$ cat src/rtl/rcsr_pkg.sv
package rcsr_pkg;
  localparam int REG_W     = 8;
  localparam int B_IRQ     = 7;
  localparam int B_WDR     = 6;
  localparam int B_BUS     = 5;
  localparam int B_LVR     = 4;
  localparam int B_SUSP    = 3;
  localparam int B_IEN     = 2;
  localparam int B_RSV     = 1;
  localparam int B_RUN     = 0;
  localparam int FLAG_LO   = B_LVR;
  localparam int NUM_FLAGS = B_WDR - B_LVR + 1;
  localparam logic [REG_W-1:0] POR_VALUE = 8'b0001_0001;

  typedef enum logic [1:0] {WD_KEEP, WD_CLEAR, WD_SET} wd_act_e;

  // sticky flag: hardware set dominates a firmware clear
  function automatic logic sticky_next(logic cur, logic hw_set, logic fw_clr);
    return hw_set | (cur & ~fw_clr);
  endfunction

  // suspend: once set, only a resume clears it; when clear, a write request sets it
  function automatic logic suspend_next(logic cur, logic req, logic resume);
    return cur ? ~resume : req;
  endfunction

  // interrupt-enable sense: DI dominates EI/RETI
  function automatic logic ien_next(logic cur, logic ei, logic di, logic reti);
    return di ? 1'b0 : ((ei | reti) ? 1'b1 : cur);
  endfunction

  // per-flag configuration, index 0 is the lowest cause flag
  function automatic logic flag_por(int idx);
    return (FLAG_LO + idx) == B_LVR;
  endfunction

  function automatic wd_act_e flag_wd(int idx);
    if ((FLAG_LO + idx) == B_WDR) return WD_SET;
    if ((FLAG_LO + idx) == B_BUS) return WD_CLEAR;
    return WD_KEEP;
  endfunction
endpackage

$ cat src/rtl/rcsr_sticky_flag.sv
module rcsr_sticky_flag
  import rcsr_pkg::*;
#(
  parameter logic    POR_VAL = 1'b0,
  parameter wd_act_e WD_ACT  = WD_KEEP
) (
  input  logic clk,
  input  logic rst_n,
  input  logic lvr_load,
  input  logic wdt_load,
  input  logic hw_set,
  input  logic fw_clr,
  output logic q
);
  logic wd_val;

  always_comb begin
    if (WD_ACT == WD_SET)        wd_val = 1'b1;
    else if (WD_ACT == WD_CLEAR) wd_val = 1'b0;
    else                         wd_val = q;
  end

  always_ff @(posedge clk or negedge rst_n) begin
    if (!rst_n)        q <= POR_VAL;
    else if (lvr_load) q <= POR_VAL;
    else if (wdt_load) q <= wd_val;
    else               q <= sticky_next(q, hw_set, fw_clr);
  end
endmodule

$ cat src/rtl/rcsr_exec_ctl.sv
module rcsr_exec_ctl
  import rcsr_pkg::*;
(
  input  logic clk,
  input  logic rst_n,
  input  logic core_reset,
  input  logic susp_wr,
  input  logic resume_req,
  input  logic ei_op,
  input  logic di_op,
  input  logic reti_op,
  input  logic halt_op,
  output logic susp_q,
  output logic ien_q,
  output logic run_q
);
  always_ff @(posedge clk or negedge rst_n) begin
    if (!rst_n) begin
      susp_q <= POR_VALUE[B_SUSP];
      ien_q  <= POR_VALUE[B_IEN];
      run_q  <= POR_VALUE[B_RUN];
    end else if (core_reset) begin
      susp_q <= POR_VALUE[B_SUSP];
      ien_q  <= POR_VALUE[B_IEN];
      run_q  <= POR_VALUE[B_RUN];
    end else begin
      susp_q <= suspend_next(susp_q, susp_wr, resume_req);
      ien_q  <= ien_next(ien_q, ei_op, di_op, reti_op);
      run_q  <= run_q & ~halt_op;
    end
  end
endmodule

$ cat src/rtl/rstcause_csr.sv
module rstcause_csr
  import rcsr_pkg::*;
(
  input  logic             clk,
  input  logic             rst_n,
  input  logic             lvr_evt,
  input  logic             wdt_evt,
  input  logic             bus_evt,
  input  logic             resume_req,
  input  logic             ei_op,
  input  logic             di_op,
  input  logic             reti_op,
  input  logic             halt_op,
  input  logic             irq_pend,
  input  logic             wr_en,
  input  logic [REG_W-1:0] wr_data,
  output logic [REG_W-1:0] rd_data,
  output logic             halted,
  output logic             suspend_req,
  output logic             gie
);
  // named internal events
  logic                 wdt_only;
  logic                 core_reset;
  logic                 susp_wr;
  logic [NUM_FLAGS-1:0] flag_set;
  logic [NUM_FLAGS-1:0] flag_clr;
  logic [NUM_FLAGS-1:0] flag_q;
  logic                 susp_q, ien_q, run_q;

  assign wdt_only   = wdt_evt & ~lvr_evt;
  assign core_reset = lvr_evt | wdt_evt;
  assign susp_wr    = wr_en & wr_data[B_SUSP];

  for (genvar i = 0; i < NUM_FLAGS; i++) begin : g_flag
    assign flag_set[i] = ((FLAG_LO + i) == B_BUS) ? bus_evt : 1'b0;
    assign flag_clr[i] = wr_en & ~wr_data[FLAG_LO + i];
    rcsr_sticky_flag #(
      .POR_VAL (flag_por(i)),
      .WD_ACT  (flag_wd(i))
    ) u_flag (
      .clk      (clk),
      .rst_n    (rst_n),
      .lvr_load (lvr_evt),
      .wdt_load (wdt_only),
      .hw_set   (flag_set[i]),
      .fw_clr   (flag_clr[i]),
      .q        (flag_q[i])
    );
  end

  rcsr_exec_ctl u_exec (
    .clk        (clk),
    .rst_n      (rst_n),
    .core_reset (core_reset),
    .susp_wr    (susp_wr),
    .resume_req (resume_req),
    .ei_op      (ei_op),
    .di_op      (di_op),
    .reti_op    (reti_op),
    .halt_op    (halt_op),
    .susp_q     (susp_q),
    .ien_q      (ien_q),
    .run_q      (run_q)
  );

  always_comb begin
    rd_data                        = '0;
    rd_data[B_IRQ]                 = irq_pend;
    rd_data[B_WDR:B_LVR]           = flag_q;
    rd_data[B_SUSP]                = susp_q;
    rd_data[B_IEN]                 = ien_q;
    rd_data[B_RSV]                 = 1'b0;
    rd_data[B_RUN]                 = run_q;
  end

  assign halted      = ~run_q | susp_q;
  assign suspend_req = susp_q;
  assign gie         = ien_q;
endmodule

$ cat config.mk
export PLATFORM = sky130hd
export DESIGN_NAME = rstcause_csr
export DESIGN_NICKNAME = d
export VERILOG_FILES = /design/src/rtl/rcsr_pkg.sv /design/src/rtl/rcsr_sticky_flag.sv /design/src/rtl/rcsr_exec_ctl.sv /design/src/rtl/rstcause_csr.sv
export SDC_FILE = /design/constraint.sdc
export NUM_CORES = 1
export LEC_CHECK = 0
export CELL_PAD_IN_SITES_DETAIL_PLACEMENT = 0
export CELL_PAD_IN_SITES_GLOBAL_PLACEMENT = 1
export CORE_UTILIZATION = 17
export CTS_CLUSTER_SIZE = 20
export DETAILED_ROUTE_END_ITERATION = 10
export GPL_TIMING_DRIVEN = 0
export PLACE_DENSITY = 0.81
export SYNTH_ARGS = -nofsm -noshare
export SYNTH_HDL_FRONTEND = slang
export SYNTH_HIERARCHICAL = 1
export SYNTH_SLANG_ARGS = --single-unit
$ cat constraint.sdc
create_clock -name clk -period 0.8 [get_ports clk]
set_input_delay 0.16 -clock clk [delete_from_list [all_inputs] [get_ports clk]]
set_output_delay 0.16 -clock clk [all_outputs]
set_load 0.02 [all_outputs]
==> results of run 1 <==
==> per-stage QoR <==
step	hold WS, ps	util	cells	setup TNS, ps	instance area, µm²
3_5_place_dp	433.7	0.3516	85	-6299	626.9
3_3_place_gp	420.2	0.3516	85	-6256	626.9
6_report	157.3	0.4126	92	-2201	735.7
4_1_cts	151.3	0.4049	91	-2316	721.9
2_1_floorplan	-135.6	-	36	-59.86	355.3
5_1_grt	163.4	0.4126	92	-2542	735.7
==> kinds of logic after synthesis <==
kind of cell | synth area share
AND/OR/NAND/NOR | 0.2765
buffers and inverters | 0.1364
flip-flops | 0.4621
other | 0.01135
AO/OA/AOI/OAI | 0.1136
==> final cells by class <==
cell class | instances | area (µm²)
inverters | 2 | 7.507
repair buffers | 27 | 272.8
multi-input cells | 23 | 192.7
fillers | 183 | 1047
flip-flops and latches | 6 | 156.4
clock buffers | 4 | 26.28
plain buffers | 5 | 48.80
well taps | 25 | 31.28
==> sequential cells by signal, summed over array words and instances (netlist names) <==
| name | count |
|---|---|
| g_flag.u_flag/q | 3 |
| u_exec/ien_q | 1 |
| u_exec/run_q | 1 |
| u_exec/susp_q | 1 |
==> cell usage in the layout, fill, tap and decap left out, drive strengths merged <==
master / netlist / final
nand2b: 3 / 3
nor3: 2 / 2
nor2: 3 / 3
a211oi: 1 / 1
buf: 5 / 17
nor2b: 5 / 5
a221o: 1 / 1
dlygate4sd2: 0 / 3
inv: 2 / 2
o21a: 1 / 1
clkbuf: 0 / 5
or2: 1 / 1
clkdlybuf4s15: 0 / 1
conb: 1 / 3
clkdlybuf4s50: 0 / 10
a21oi: 1 / 1
dfstp: 2 / 2
and2: 1 / 1
dfrtp: 4 / 4
a21o: 1 / 1
==> power by group <==
group	switching, W	internal (W)
registers	0.0000155	0.000324
logic	0.000102	0.000167
clock network	0.000125	0.000190
==> metal layers <==
layer / wire (µm) / track usage / share of wire
met3: 114 / 0.06275 / 0.14
met5: 0 / 0 / 0
met4: 0 / 0.03529 / 0
met2: 411 / 0.1606 / 0.50
met1: 297 / 0.08413 / 0.36
==> what timing repair did <==
action / in CTS / in global routing
buffers inserted: 2 / 1
resized for setup: 72 / 4
pin swaps: 2 / 2
setup endpoints to repair: 16 / 13
==> worst max path at each step <==
stage          depth (start not counted)                      endpoint  slack (ps)                          from
3_5_place_dp                           2                    rd_data[0]        -590        u_exec/run_q$_DFF_PN1_
6_report                               2                    rd_data[0]        -370        u_exec/run_q$_DFF_PN1_
2_1_floorplan                          2  g_flag[1].u_flag/q$_DFF_PN0_         -30  g_flag[1].u_flag/q$_DFF_PN0_
5_1_grt                                2                    rd_data[0]        -410        u_exec/run_q$_DFF_PN1_
4_1_cts                                2                    rd_data[0]        -390        u_exec/run_q$_DFF_PN1_
3_3_place_gp                           2                    rd_data[0]        -590        u_exec/run_q$_DFF_PN1_
==> flow_metrics.env, run 1 <==
export IMPL_status="finished, violations left"
export IMPL_violations="setup timing"
export IMPL_fin_ws_ps=-370.7
export IMPL_r2r_start="g_flag[0].u_flag/q$_DFFE_PN1P_"
export IMPL_r2r_cells=2
export IMPL_grt_pass1_vias=330
export IMPL_initial_core_util=0.1853
export IMPL_clockRootBuffer="clkbuf_4"
export IMPL_nets=88
export IMPL_clkSlewWorstSetupHoldPaths_ps=50
export IMPL_clockBufferDepth=2
export IMPL_startpoint_type="register"
export IMPL_final_max_slew_viol_count=0
export IMPL_core_um2=1783
export IMPL_max_stage_delay_ps=560
export IMPL_async_reset_ff_frac=1.000
export IMPL_fin_crit_sh=1.463
export IMPL_antenna_left=0
export IMPL_fmax_mhz=854.2
export IMPL_syn_inst=34
export IMPL_cp_common_cell="buf_6"
export IMPL_clock_sinks=6
export IMPL_ios=31
export IMPL_drt_iter0_markers=0
export IMPL_die_w_um=46.08
export IMPL_place_congestion=0.6197
export IMPL_num_rows=15
export IMPL_yosysTopAreaCellShare=0.3030
export IMPL_crit_arrival_ps=1010
export IMPL_grt_pass1_wl_um=1290
export IMPL_grt_max_degree=7
export IMPL_wire_per_inst_um=8.946
export IMPL_critical_path_slowest_cell="dfstp_2"
export IMPL_syn_avg_cell_area_um2=9.715
export IMPL_crit_fanout=3
export IMPL_required_ps=640
export IMPL_drive_gt1_frac=0.5373
export IMPL_path_cells="buf_6 -> buf_6"
export IMPL_place_ws_ps=-591.3
export IMPL_synth_area_um2=330.3
export IMPL_setup_violations=11
export IMPL_cts_buffers=3
export IMPL_port_buffer_count=24
export IMPL_routed_via_density=3.717
export IMPL_yosysMostFrequentCell="buf_4"
export IMPL_grt_usage=0.09261
export IMPL_holdBufCountCts=0
export IMPL_n_antenna_cell=0
export IMPL_worst_path_buf_inv=2
export IMPL_path_delay_family="flip-flops"
export IMPL_synth_seq_cells=6
export IMPL_rrSetupSlack_ps=-40
export IMPL_drt_drc_violations_left=0
export IMPL_yosysSeqAreaShare=0.4621
export IMPL_firstDrtPassIters=1
export IMPL_peakVddDrop_mv=0.5993
export IMPL_wirelength_um=823
export IMPL_power_density_nw_per_um2=1256
export IMPL_synthTopCellsByArea="dfrtp_1, dfstp_2, buf_4, nor2b_1, nand2b_1"
export IMPL_antenna_found_initial=0
export IMPL_tritoncts="built"
export IMPL_yosysWarnings=6
export IMPL_clkLatencyLatePin_ps=250
export IMPL_die_y_um=46.08
export IMPL_drv_cap=0
export IMPL_yosys_top_cells_count="buf_4, dfrtp_1, nor2b_1"
export IMPL_area_growth_synth_to_final_pct=122.7
export IMPL_synth_ff_type="dfrtp_1"
export IMPL_fin_skew_ps=0
export IMPL_totalPowerFinal_w=0.0009238
export IMPL_grt_ovfl_total=0
export IMPL_die_area_um2=2123
export IMPL_htreeDepth=1
export IMPL_synth_edff_count=0
export IMPL_end_kind="output pin"
export IMPL_finalHoldViolCount=0
export IMPL_ys_types=17
export IMPL_yosysTopAreaCell="dfrtp_1"
export IMPL_post_route_min_period_ps=1171
export IMPL_rsz0062_at_grt="yes"
export IMPL_worst_setup_path_type="register to output pin"
export IMPL_static_leakage_power_nw=0.3330
export IMPL_via_count=342
export IMPL_timing_rr_end="g_flag[0].u_flag/q$_DFFE_PN1P_"
export IMPL_worstHoldPathType="primary input to asynchronous set/reset pin"
(Power assumes the default switching activity.)
==> inputs of run 2 (changes only) <==
- CORE_UTILIZATION: 17 -> 16
- PLACE_DENSITY: 0.81 -> 0.79
- SYNTH_HIERARCHICAL: 1 -> unset
==> flow_metrics.env, run 2 <==
export IMPL_fin_util=0.3868
export IMPL_worstHoldPathType="primary input to asynchronous set/reset pin"
export IMPL_ys_types=15
export IMPL_fmax_mhz=864.8
export IMPL_p_sw_frac=0.2611
export IMPL_crit_fanout=3
export IMPL_clkLatencyLatePin_ps=250
export IMPL_power_frac_clock=0.330
export IMPL_synthMuxAreaShare=0.03543
export IMPL_grt_usage=0.09259
export IMPL_fin_crit_sh=1.445
export IMPL_power_density_nw_per_um2=1255
export IMPL_wirelength_um=823
export IMPL_synth_ff_type="dfrtp_1"
export IMPL_peakVddDrop_mv=0.4835
export IMPL_grt_max_degree=7
export IMPL_drt_iter0_markers=0
export IMPL_syn_inst=33
export IMPL_htreeDepth=1
export IMPL_crit_arrival_ps=1000
export IMPL_fin_tns_setup_ps=-2681
export IMPL_n_antenna_cell=0
export IMPL_setup_violations=12
export IMPL_wire_per_inst_um=9.352
export IMPL_die_area_um2=2168
export IMPL_end_kind="output pin"
export IMPL_switchingPower_w=0.0002283
export IMPL_antenna_found_initial=0
export IMPL_fin_ws_ps=-356.3
export IMPL_syn_nets=53
export IMPL_holdBufCountCts=0
export IMPL_synthXorXnorAreaFrac=0
export IMPL_finalHoldViolCount=0
export IMPL_fin_area_um2=696.9
export IMPL_status="finished, violations left"
export IMPL_totalPowerFinal_w=0.0008744
export IMPL_syn_avg_cell_area_um2=9.630
export IMPL_yosys_top_cells_count="buf_4, dfrtp_1, nand2b_1, nor2_1"
export IMPL_whs_ps=158.5
export IMPL_startpoint_type="register"
export IMPL_die_w_um=46.57
export IMPL_yosysTopAreaCell="dfrtp_1"
export IMPL_static_leakage_power_nw=0.3165
export IMPL_worst_setup_path_type="register to output pin"
export IMPL_via_count=327
export IMPL_synth_fa_ha_area_frac=0
export IMPL_r2r_cells=3
export IMPL_grt_ovfl_total=0
export IMPL_port_buffer_count=24
export IMPL_clockRootBuffer="clkbuf_4"
export IMPL_final_cell_mix="buf_6, clkdlybuf4s50_1, buf_4"
export IMPL_ios=31
export IMPL_drt_drc_violations_left=0
export IMPL_n_fill_cell=192
export IMPL_yosysMostFrequentCell="buf_4"
export IMPL_area_growth_synth_to_final_pct=119.3
export IMPL_grt_pass1_vias=311
export IMPL_die_y_um=46.57
export IMPL_place_congestion=0.6533
export IMPL_routed_via_density=3.716
export IMPL_async_reset_ff_frac=1.000
export IMPL_clockBufferDepth=2
export IMPL_synth_simple_area_share=0.2008
export IMPL_drv_cap=0
export IMPL_grt_pass1_wl_um=1276
export IMPL_regMostFlops="g_flag.u_flag.q"
export IMPL_largest_register_ffs=3
export IMPL_dpl_cell_area_um2=601.8
export IMPL_cellInternalPower_w=0.0006461
export IMPL_antenna_left=0
export IMPL_drive_gt1_frac=0.5556
export IMPL_firstDrtPassIters=1
export IMPL_yosysWarnings=0
export IMPL_clkSlewWorstSetupHoldPaths_ps=50
export IMPL_rsz0062_at_grt="yes"
export IMPL_synth_seq_cells=6
export IMPL_yosysTopAreaCellShare=0.3150
export IMPL_yosysSeqAreaShare=0.4803
export IMPL_synth_area_um2=317.8
export IMPL_pwr_share_seq=0.384
export IMPL_num_rows=15
export IMPL_initial_core_util=0.1764
export IMPL_synth_edff_count=0
export IMPL_tritoncts="built"
export IMPL_core_um2=1802
export IMPL_clock_sinks=6
export IMPL_violations="setup timing"
export IMPL_synth_compound_area_frac=0.07087
export IMPL_combinationalPowerShare=0.286
export IMPL_required_ps=640
export IMPL_final_common_cell="buf_6"
export IMPL_post_route_min_period_ps=1156
export IMPL_fin_skew_ps=0
export IMPL_cts_buffers=3
export IMPL_synth_top_family_by_area="buffers and inverters"
export IMPL_nets=85
export IMPL_final_max_slew_viol_count=0
export IMPL_synthTopCellsByArea="dfrtp_1, buf_4, dfstp_2, nand2b_1, mux2_2"
[run 2: cell count changes in the layout (fill, tap and decap cells not counted), sizes merged, moves of 2 or more]
| cell | change |
|---|---|
| nor2b | -5 |
| conb | -2 |
| buf | +3 |
| clkbuf | -2 |
| nand2 | +2 |
[run 2: path summary, 6_finish.rpt]
kind                                                       end                      startpoint  slack, ps
worst max-delay path                                rd_data[0]          u_exec.run_q$_DFF_PN1_       -360
worst min register to register  g_flag[0].u_flag.q$_DFFE_PN1P_  g_flag[0].u_flag.q$_DFFE_PN1P_        520
worst min-delay path              g_flag[2].u_flag.q$_DFF_PN0_                           rst_n        160
worst max register to register         u_exec.susp_q$_DFF_PN0_         u_exec.susp_q$_DFF_PN0_       -220
max in group asynchronous               u_exec.run_q$_DFF_PN1_                           rst_n        360
min in group clk                       u_exec.susp_q$_DFF_PN0_                         wdt_evt        370
[run 2: layout make-up]
| cell class | count | area (µm²) | area share |
|---|---|---|---|
| buffer | 6 | 60.06 | 0.08618 |
| inverter | 1 | 3.754 | 0.005386 |
| tap | 25 | 31.28 | 0.04488 |
| clock buffer | 3 | 22.52 | 0.03232 |
| timing repair buffer | 29 | 291.5 | 0.4183 |
| multi-input combinational | 18 | 132.6 | 0.1903 |
| sequential | 6 | 155.1 | 0.2226 |
[run 2: what timing repair did]
item / 4_1_cts / 5_1_grt
pin swaps: 3 / 3
resized for setup: 70 / 3
setup endpoints to repair: 16 / 13
setup buffers: 4 / 2
[run 2: through the flow]
stage	setup slack, ps	std cells
after global placement	-566.2	82
after detailed placement	-572.3	82
after global routing	-380.8	88
after CTS	-367.9	89
final	-356.3	88
after floorplan	-122.3	33
[run 2: power groups by stage]
stage | clock, W | sequential, W | combinational (W)
floorplan | 0 | 0.000340 | 0.0000902
global placement | 0 | 0.000337 | 0.000225
detailed placement | 0 | 0.000338 | 0.000227
CTS | 0.000309 | 0.000335 | 0.000261
global route | 0.000326 | 0.000338 | 0.000267
finish | 0.000289 | 0.000336 | 0.000250
[run 2: kinds of logic (layout without fill, tap and decap cells)]
kind of cell / Yosys count / after routing
AND/OR/NAND/NOR: 12 / 12
buffers and inverters: 9 / 39
flip-flops: 6 / 6
AO/OA/AOI/OAI: 4 / 4
other: 1 / 1
multiplexers: 1 / 1
[run 2: layer usage]
metal / wire (µm) / track usage / up-vias
li1: - / - / 160
met1: 294 / 0.09005 / 144
met2: 424 / 0.1444 / 20
met3: 89 / 0.06275 / 3
met4: 14 / 0.05294 / 0
met5: 0 / 0 / -
[run 2: critical path, cell delays in order (launching register included)]
cell and delay [ps]:
dfstp_2 550, buf_6 100, buf_6 100
==> inputs of run 3 (changes only) <==
- CORE_MARGIN: unset -> 5
- GPL_ROUTABILITY_DRIVEN: unset -> 0
==> flow_metrics.env, run 3 (synthesis results as in run 2) <==
export IMPL_grt_usage=0.07171
export IMPL_htreeDepth=1
export IMPL_final_cell_mix="buf_6, clkdlybuf4s50_1, dlygate4sd2_1"
export IMPL_n_fill_cell=212
export IMPL_finalHoldViolCount=0
export IMPL_via_count=332
export IMPL_wirelength_um=925
export IMPL_wire_per_inst_um=10.39
export IMPL_whs_ps=162.8
export IMPL_firstDrtPassIters=2
export IMPL_holdBufCountCts=0
export IMPL_crit_arrival_ps=990
export IMPL_die_w_um=54.57
export IMPL_antenna_left=0
export IMPL_r2r_cells=2
export IMPL_clockRootBuffer="clkbuf_4"
export IMPL_hpwl_um=757.5
export IMPL_totalPowerFinal_w=0.0008688
export IMPL_startpoint_type="register"
export IMPL_tritoncts="built"
export IMPL_static_leakage_power_nw=0.3176
export IMPL_regMostFlops="g_flag.u_flag.q"
export IMPL_worstHoldPathType="primary input to asynchronous set/reset pin"
export IMPL_grt_ovfl_total=0
export IMPL_timing_rr_end="u_exec.susp_q$_DFF_PN0_"
export IMPL_fin_tns_setup_ps=-2524
export IMPL_peakVddDrop_mv=1.152
export IMPL_cts_buffers=3
export IMPL_n_antenna_cell=0
export IMPL_final_common_cell="buf_6"
export IMPL_cellInternalPower_w=0.0006484
export IMPL_nets=84
export IMPL_fin_ws_ps=-349.3
export IMPL_fin_util=0.3594
export IMPL_post_route_min_period_ps=1149
export IMPL_fin_skew_ps=0
export IMPL_fin_crit_sh=1.437
export IMPL_power_frac_clock=0.324
export IMPL_r2r_start="u_exec.susp_q$_DFF_PN0_"
export IMPL_drt_iter0_markers=1
export IMPL_power_density_nw_per_um2=1258
export IMPL_multi_input_area_um2=127.6
export IMPL_p_sw_frac=0.2537
export IMPL_rsz0062_at_grt="yes"
export IMPL_antenna_found_initial=0
export IMPL_worst_setup_path_type="register to output pin"
export IMPL_core_um2=1922
export IMPL_clkLatencyLatePin_ps=240
export IMPL_largest_register_ffs=3
export IMPL_violations="setup timing"
export IMPL_clockBufferDepth=2
export IMPL_initial_core_util=0.1654
export IMPL_area_growth_synth_to_final_pct=117.3
export IMPL_port_buffer_count=24
export IMPL_switchingPower_w=0.0002204
export IMPL_combinationalPowerShare=0.288
export IMPL_rrSetupSlack_ps=-110
export IMPL_drt_drc_violations_left=0
export IMPL_end_kind="output pin"
export IMPL_setup_violations=11
export IMPL_ios=31
export IMPL_clkSlewWorstSetupHoldPaths_ps=50
export IMPL_grt_max_degree=7
export IMPL_grt_pass1_wl_um=1469
export IMPL_drv_cap=0
export IMPL_status="finished, violations left"
export IMPL_crit_fanout=3
export IMPL_seq_area_um2=155.1
export IMPL_required_ps=640
export IMPL_drive_gt1_frac=0.5323
export IMPL_place_ws_ps=-578.7
export IMPL_pwr_share_seq=0.388
export IMPL_fmax_mhz=870.1
export IMPL_grt_pass1_vias=338
export IMPL_die_y_um=54.57
export IMPL_routed_via_density=3.730
export IMPL_final_max_slew_viol_count=0
export IMPL_die_area_um2=2977
export IMPL_clock_sinks=6
export IMPL_num_rows=16
[run 3: cell types whose count changed in the layout (fill, tap and decap cells not counted), sizes merged]
| cell | previous run | this run |
|---|---|---|
| buf | 20 | 19 |
[run 3: power groups by stage]
stage                     logic (W)  registers [W]  clock network, W
after floorplan           0.0000902       0.000340                 0
after global placement     0.000226       0.000337                 0
after detailed placement   0.000229       0.000338                 0
after CTS                  0.000243       0.000336          0.000291
after global routing       0.000268       0.000339          0.000312
final                      0.000251       0.000337          0.000281
[run 3: area by class of cell]
cell class / count / share of cell area
tap: 27 / 0.04891
inverter: 1 / 0.005435
multi-input combinational: 18 / 0.1848
clock buffer: 3 / 0.03261
timing repair buffer: 27 / 0.4004
buffer: 7 / 0.1033
sequential: 6 / 0.2246
[run 3: repair_timing]
action | CTS | global route
resized for setup | 66 | 4
pin swaps | 0 | 3
buffers inserted | 1 | 2
setup endpoints to repair | 16 | 14
endpoints found under the hold margin | 0 | 0
[run 3: per-stage QoR]
step / instance area, µm² / cells
after floorplan: 330.3 / 33
after global placement: 604.3 / 84
after detailed placement: 604.3 / 84
after CTS: 668.1 / 88
after global routing: 690.7 / 89
final: 690.7 / 89
[run 3: routing by layer]
layer	GRT usage	up-vias	wire, µm
li1	-	158	-
met1	0.07341	152	376
met2	0.1235	22	441
met3	0.05450	0	108
met4	0	0	0
met5	0	-	0
[run 3: critical path, cell delays in order (launching register included)]
cell	delay, ps
dfstp_2	550
buf_6	90
buf_6	100
[run 3: worst max-delay path by stage]
stage,from,end,slack [ps],depth (start not counted)
5_1_grt,u_exec.susp_q$_DFF_PN0_,halted,-390,2
4_1_cts,u_exec.run_q$_DFF_PN1_,rd_data[0],-360,2
3_3_place_gp,u_exec.run_q$_DFF_PN1_,rd_data[0],-570,2
6_report,u_exec.run_q$_DFF_PN1_,rd_data[0],-350,2
3_5_place_dp,u_exec.run_q$_DFF_PN1_,rd_data[0],-580,2
2_1_floorplan,u_exec.susp_q$_DFF_PN0_,u_exec.susp_q$_DFF_PN0_,-120,2
